<file path="src/rtl/lbk_pkg.sv">
package lbk_pkg;
  localparam int unsigned LBK_PORTS = 2;

  typedef enum logic {
    PRI_P0 = 1'b0,
    PRI_P1 = 1'b1
  } pri_e;
endpackage

</file>
<file path="src/rtl/lbk_rst_sync.sv">
module lbk_rst_sync #(
  parameter int unsigned STAGES = 2
) (
  input  logic clk_i,
  input  logic rst_ni,
  output logic rst_no
);
  logic [STAGES-1:0] sync_q;

  always_ff @(posedge clk_i or negedge rst_ni) begin
    if (!rst_ni) sync_q <= '0;
    else         sync_q <= {sync_q[STAGES-2:0], 1'b1};
  end

  assign rst_no = sync_q[STAGES-1];
endmodule

</file>
<file path="src/rtl/lbk_port_hold.sv">
module lbk_port_hold #(
  parameter int unsigned ADDR_W = 32,
  parameter int unsigned OFF_W  = 4
) (
  input  logic              clk_i,
  input  logic              rst_ni,
  input  logic              in_valid_i,
  input  logic [ADDR_W-1:0] in_addr_i,
  input  logic              stall_i,
  output logic              ready_o,
  output logic              err_o,
  output logic              eff_valid_o,
  output logic [ADDR_W-1:0] eff_addr_o
);
  logic              held_q, held_d;
  logic [ADDR_W-1:0] haddr_q, haddr_d;
  logic              haddr_en;
  logic              accept;

  always_comb begin
    ready_o     = !held_q;
    accept      = in_valid_i && ready_o;
    err_o       = accept && (in_addr_i[OFF_W-1:0] != '0);
    eff_valid_o = held_q || (accept && !err_o);
    eff_addr_o  = held_q ? haddr_q : in_addr_i;
    held_d      = stall_i;
    haddr_en    = stall_i && !held_q;
    haddr_d     = in_addr_i;
  end

  always_ff @(posedge clk_i or negedge rst_ni) begin
    if (!rst_ni) begin
      held_q  <= 1'b0;
      haddr_q <= '0;
    end else begin
      held_q <= held_d;
      if (haddr_en) haddr_q <= haddr_d;
    end
  end
endmodule

</file>
<file path="src/rtl/lbk_resolve.sv">
module lbk_resolve
  import lbk_pkg::*;
#(
  parameter int unsigned ADDR_W   = 32,
  parameter int unsigned OFF_W    = 4,
  parameter int unsigned BANK_W   = 4,
  parameter bit          MERGE_EN = 1'b1
) (
  input  logic                             clk_i,
  input  logic                             rst_ni,
  input  logic [LBK_PORTS-1:0]             req_v_i,
  input  logic [LBK_PORTS-1:0][ADDR_W-1:0] req_a_i,
  output logic [LBK_PORTS-1:0]             gnt_o,
  output logic [LBK_PORTS-1:0]             stall_o
);
  pri_e prio_q, prio_d;
  logic prio_en;
  logic same_bank, same_word, collide;

  always_comb begin
    same_bank = req_a_i[0][OFF_W +: BANK_W] == req_a_i[1][OFF_W +: BANK_W];
    same_word = req_a_i[0][ADDR_W-1:OFF_W] == req_a_i[1][ADDR_W-1:OFF_W];
    collide   = (&req_v_i) && same_bank && !(MERGE_EN && same_word);
    prio_en   = collide;
    prio_d    = (prio_q == PRI_P0) ? PRI_P1 : PRI_P0;
  end

  for (genvar p = 0; p < LBK_PORTS; p++) begin : g_port
    logic loses;
    assign loses      = collide && (prio_q != pri_e'(p));
    assign gnt_o[p]   = req_v_i[p] && !loses;
    assign stall_o[p] = req_v_i[p] && loses;
  end

  always_ff @(posedge clk_i or negedge rst_ni) begin
    if (!rst_ni)      prio_q <= PRI_P0;
    else if (prio_en) prio_q <= prio_d;
  end
endmodule

</file>
<file path="src/rtl/lbk_arbiter.sv">
module lbk_arbiter
  import lbk_pkg::*;
#(
  parameter int unsigned ADDR_W     = 32,
  parameter int unsigned BANKS      = 16,
  parameter int unsigned BANK_BYTES = 16,
  parameter bit          MERGE_EN   = 1'b1,
  localparam int unsigned OFF_W     = $clog2(BANK_BYTES),
  localparam int unsigned BANK_W    = $clog2(BANKS)
) (
  input  logic              clk_i,
  input  logic              rst_ni,
  input  logic              ld0_valid_i,
  input  logic [ADDR_W-1:0] ld0_addr_i,
  output logic              ld0_ready_o,
  output logic              ld0_grant_o,
  output logic              ld0_stall_o,
  output logic [BANK_W-1:0] ld0_bank_o,
  output logic              ld0_err_o,
  input  logic              ld1_valid_i,
  input  logic [ADDR_W-1:0] ld1_addr_i,
  output logic              ld1_ready_o,
  output logic              ld1_grant_o,
  output logic              ld1_stall_o,
  output logic [BANK_W-1:0] ld1_bank_o,
  output logic              ld1_err_o
);
  logic                             rst_sync_n;
  logic [LBK_PORTS-1:0]             in_v, rdy, err, eff_v, gnt, stall;
  logic [LBK_PORTS-1:0][ADDR_W-1:0] in_a, eff_a;

  lbk_rst_sync #(.STAGES(2)) u_rst (
    .clk_i (clk_i),
    .rst_ni(rst_ni),
    .rst_no(rst_sync_n)
  );

  assign in_v = {ld1_valid_i, ld0_valid_i};
  assign in_a = {ld1_addr_i, ld0_addr_i};

  for (genvar p = 0; p < LBK_PORTS; p++) begin : g_hold
    lbk_port_hold #(.ADDR_W(ADDR_W), .OFF_W(OFF_W)) u_hold (
      .clk_i      (clk_i),
      .rst_ni     (rst_sync_n),
      .in_valid_i (in_v[p]),
      .in_addr_i  (in_a[p]),
      .stall_i    (stall[p]),
      .ready_o    (rdy[p]),
      .err_o      (err[p]),
      .eff_valid_o(eff_v[p]),
      .eff_addr_o (eff_a[p])
    );
  end

  lbk_resolve #(
    .ADDR_W(ADDR_W), .OFF_W(OFF_W), .BANK_W(BANK_W), .MERGE_EN(MERGE_EN)
  ) u_resolve (
    .clk_i  (clk_i),
    .rst_ni (rst_sync_n),
    .req_v_i(eff_v),
    .req_a_i(eff_a),
    .gnt_o  (gnt),
    .stall_o(stall)
  );

  assign ld0_ready_o = rdy[0];
  assign ld1_ready_o = rdy[1];
  assign ld0_grant_o = gnt[0];
  assign ld1_grant_o = gnt[1];
  assign ld0_stall_o = stall[0];
  assign ld1_stall_o = stall[1];
  assign ld0_err_o   = err[0];
  assign ld1_err_o   = err[1];
  assign ld0_bank_o  = eff_a[0][OFF_W +: BANK_W];
  assign ld1_bank_o  = eff_a[1][OFF_W +: BANK_W];
endmodule

</file>
<file path="config.mk">
export PLATFORM = sky130hd
export DESIGN_NAME = lbk_arbiter
export DESIGN_NICKNAME = d
export VERILOG_FILES = /design/src/rtl/lbk_pkg.sv /design/src/rtl/lbk_rst_sync.sv /design/src/rtl/lbk_port_hold.sv /design/src/rtl/lbk_resolve.sv /design/src/rtl/lbk_arbiter.sv
export SDC_FILE = /design/constraint.sdc
export NUM_CORES = 1
export LEC_CHECK = 0
export ABC_CLOCK_PERIOD_IN_PS = 6800
export BUFFER_PORTS_ARGS = -buffer_cell sky130_fd_sc_hd__buf_4
export CAP_MARGIN = 20
export CELL_PAD_IN_SITES_DETAIL_PLACEMENT = 1
export CELL_PAD_IN_SITES_GLOBAL_PLACEMENT = 1
export CORE_AREA = 10 10 97 99
export DETAILED_ROUTE_END_ITERATION = 8
export DIE_AREA = 0 0 107 109
export GPL_ROUTABILITY_DRIVEN = 0
export PLACE_DENSITY = 0.95
export SETUP_SLACK_MARGIN = 0.05
export SLEW_MARGIN = 15
export SYNTH_ARGS = -nofsm -noshare
export SYNTH_HDL_FRONTEND = slang
export SYNTH_SLANG_ARGS = --single-unit
</file>
<file path="constraint.sdc">
create_clock -name clk_i -period 6.8 [get_ports clk_i]
set_input_delay 2.04 -clock clk_i [delete_from_list [all_inputs] [get_ports clk_i]]
set_output_delay 2.04 -clock clk_i [all_outputs]
set_load 0.02 [all_outputs]
</file>
==> metrics.yaml <==
status: "completed"
final_antenna_net_count: 0
cts_num_sinks: 61
hp-class: "register to register"
yosys_most_used_dff: "dfrtp_1"
crit_start: "ld1_addr_i[1]"
cp-endpoint: "ld0_stall_o"
fp-row-count: 32
path_max_fanout: 5
portBuffers: 83
power_density_nw_per_um2: 179
start_util: 0.456
whs_ns: 0.354
drive_above_1_share: 0.515
netlist.area_leader.share: 0.445
synth_fp_nets: 309
relSlewSlack: 0.345
drc: 0
ir_drop_v: 0.0000982
wl_per_cell_um: 20.5
start_kind: "input port"
pre_cts_slack_ns: 0.352
gr-total-overflow: 0
drtIter0Drc: 42
r2r-end: "g_hold[1].u_hold.haddr_q[25]"
syn_area_um2: 3430
rsz0062_at_grt: "no"
switching_share: 0.239
die-area_um2: 11700
finalSetupViolCount: 0
vias: 2233
ys_warn_count: 0
p_int_uw: 589
p_comb_frac: 0.114
vias_per_cell: 5.15
die_w_um: 107
tightest_slew_ns: 0.983
fin_nets: 395
sequentialPowerShare: 0.471
hold_start: "u_rst.sync_q[0]"
rr_startpoint: "g_hold[1].u_hold.held_q"
cts.clk_slew.worst_paths_ns: 0.07
hold_viol_final: 0
cts.repair_timing.setup_buffer_count: 0
dp_hpwl_um: 6310
final_area_um2: 4330
synth.most_common_cell: "dfrtp_1"
cap_violations: 0
synth_seq_cells: 61
arrival_ns: 4.39
synth_edf_count: 0
finalClockSkew_ns: 0.00893
async_flop_share: 1.00
syn_inst: 241
cts_buffer_depth: 2
synth_common_cells: "dfrtp_1 (61), mux2i_1 (48), mux2_4 (42)"
cts_buffers: 9
grt_use_total: 0.156
synth-seq-area-share: 0.445
critical_path_class: "input port to primary output"
cp.required_ns: 4.76
dpl_cell_area_um2: 4140
yosysTopAreaCell: "dfrtp_1"
cts_resized: 0
htreeDepth: 3
leakagePower_nw: 1.93
cts_root_buf: "clkbuf_8"
fin_ws_ns: 0.370
finalMaxSlewViolations: 0
rr_worst_depth: 7
fin_tns_setup_ns: 0
finalCritPeriodShare: 0.946
fin_cells: 434
die_h_um: 109
pin_count: 84
core_um2: 7530
dr.pass1.iters: 4
drt-total-wl_um: 8910
grt_max_degree: 60
grt_pass1_vias: 2608
syn2layout_area_growth_pct: 26.1
diodes: 0
switchingPower_uw: 185
tritoncts: "built"
clk_latency_ns: 0.34
r2r_slack_ns: 2.66
hold_buffers: 0
grt_pass1_wl_um: 14100
synth_area_per_cell_um2: 14.2
antenna_found_initial: 0
ys_top_cells_by_area: "dfrtp_1 (44%), mux2_4 (18%), mux2i_1 (14%), mux2_2 (6.9%), xnor2_1 (6.4%)"
place_inst: 418
finalCriticalPeriod_ns: 6.43
fmax_mhz: 156
worstSetupEndpointType: "primary output"
p_clk_frac: 0.415
synth.distinct_cells: 20
==> how the worst min path moves through the flow <==
stage | to | cells past startpoint
6_report | u_rst.sync_q[1] | 0
5_1_grt | u_rst.sync_q[1] | 0
4_1_cts | u_rst.sync_q[1] | 0
3_5_place_dp | u_rst.sync_q[1] | 0
3_3_place_gp | u_rst.sync_q[1] | 0
2_1_floorplan | u_rst.sync_q[1] | 0
==> power by group through the flow <==
stage / Combinational [mW] / Clock [mW] / Sequential, mW
finish: 0.0882 / 0.321 / 0.364
floorplan: 0.0349 / 0 / 0.376
CTS: 0.0901 / 0.326 / 0.364
global placement: 0.0856 / 0 / 0.371
detailed placement: 0.0892 / 0 / 0.371
global route: 0.0967 / 0.343 / 0.364
==> critical path, stage by stage <==
cell,delay (ns)
buf_4,0.11
nor4_1,0.39
a21oi_1,0.16
or4_1,0.55
or3_4,0.44
a21oi_1,0.32
and2_1,0.22
buf_4,0.16
==> state kept, by name (all words and copies together), names as in the netlist <==
| name | count |
|---|---|
| u_resolve.prio_q | 1 |
| g_hold.u_hold.held_q | 2 |
| g_hold.u_hold.haddr_q | 56 |
| u_rst.sync_q | 2 |
==> layer usage <==
| layer | routed length [um] | part of all wire | track usage |
|---|---|---|---|
| met5 | 0 | 0 | 0 |
| met1 | 3920 | 0.44 | 0.184 |
| met4 | 82 | 0.0092 | 0.0580 |
| met3 | 520 | 0.058 | 0.0454 |
| met2 | 4390 | 0.49 | 0.264 |
==> cell families (layout without fill, tap and decap cells) <==
logic type,after synthesis,after routing,share of synthesized area
flops,61,61,0.445
mux,112,112,0.396
other cells,1,1,0.00109
simple gates,16,16,0.0310
buf+inv,15,106,0.0299
xor+xnor,29,29,0.0740
compound gates,7,7,0.0233
==> cell type report <==
type / count / area [um2]
clock buffer: 11 / 141
clock inverter: 5 / 50.0
fill: 806 / 3200
inverter: 3 / 11.3
multi-input combinational: 165 / 1800
sequential: 61 / 1530
tap: 102 / 128
timing repair buffer: 87 / 666
==> through the flow <==
step	power, mW	utilization
2_1_floorplan	0.411	-
3_3_place_gp	0.457	0.550
3_5_place_dp	0.460	0.550
4_1_cts	0.781	0.575
5_1_grt	0.804	0.575
6_report	0.774	0.575
==> cells in the final DEF (no fill, tap or decap), drive strengths merged <==
cell	synthesis	layout
xor2	4	4
conb	1	1
mux2	64	64
nor4	3	3
mux2i	48	48
bufinv	0	1
buf	12	87
and2	2	2
nor2	1	1
or4	1	1
a2111oi	2	2
a21oi	5	5
nand4	6	6
nor3b	2	2
clkbuf	0	11
xnor2	25	25
inv	3	3
or3	1	1
dfrtp	61	61
clkinv	0	4
No activity file was read; power rests on OpenSTA's default activity.
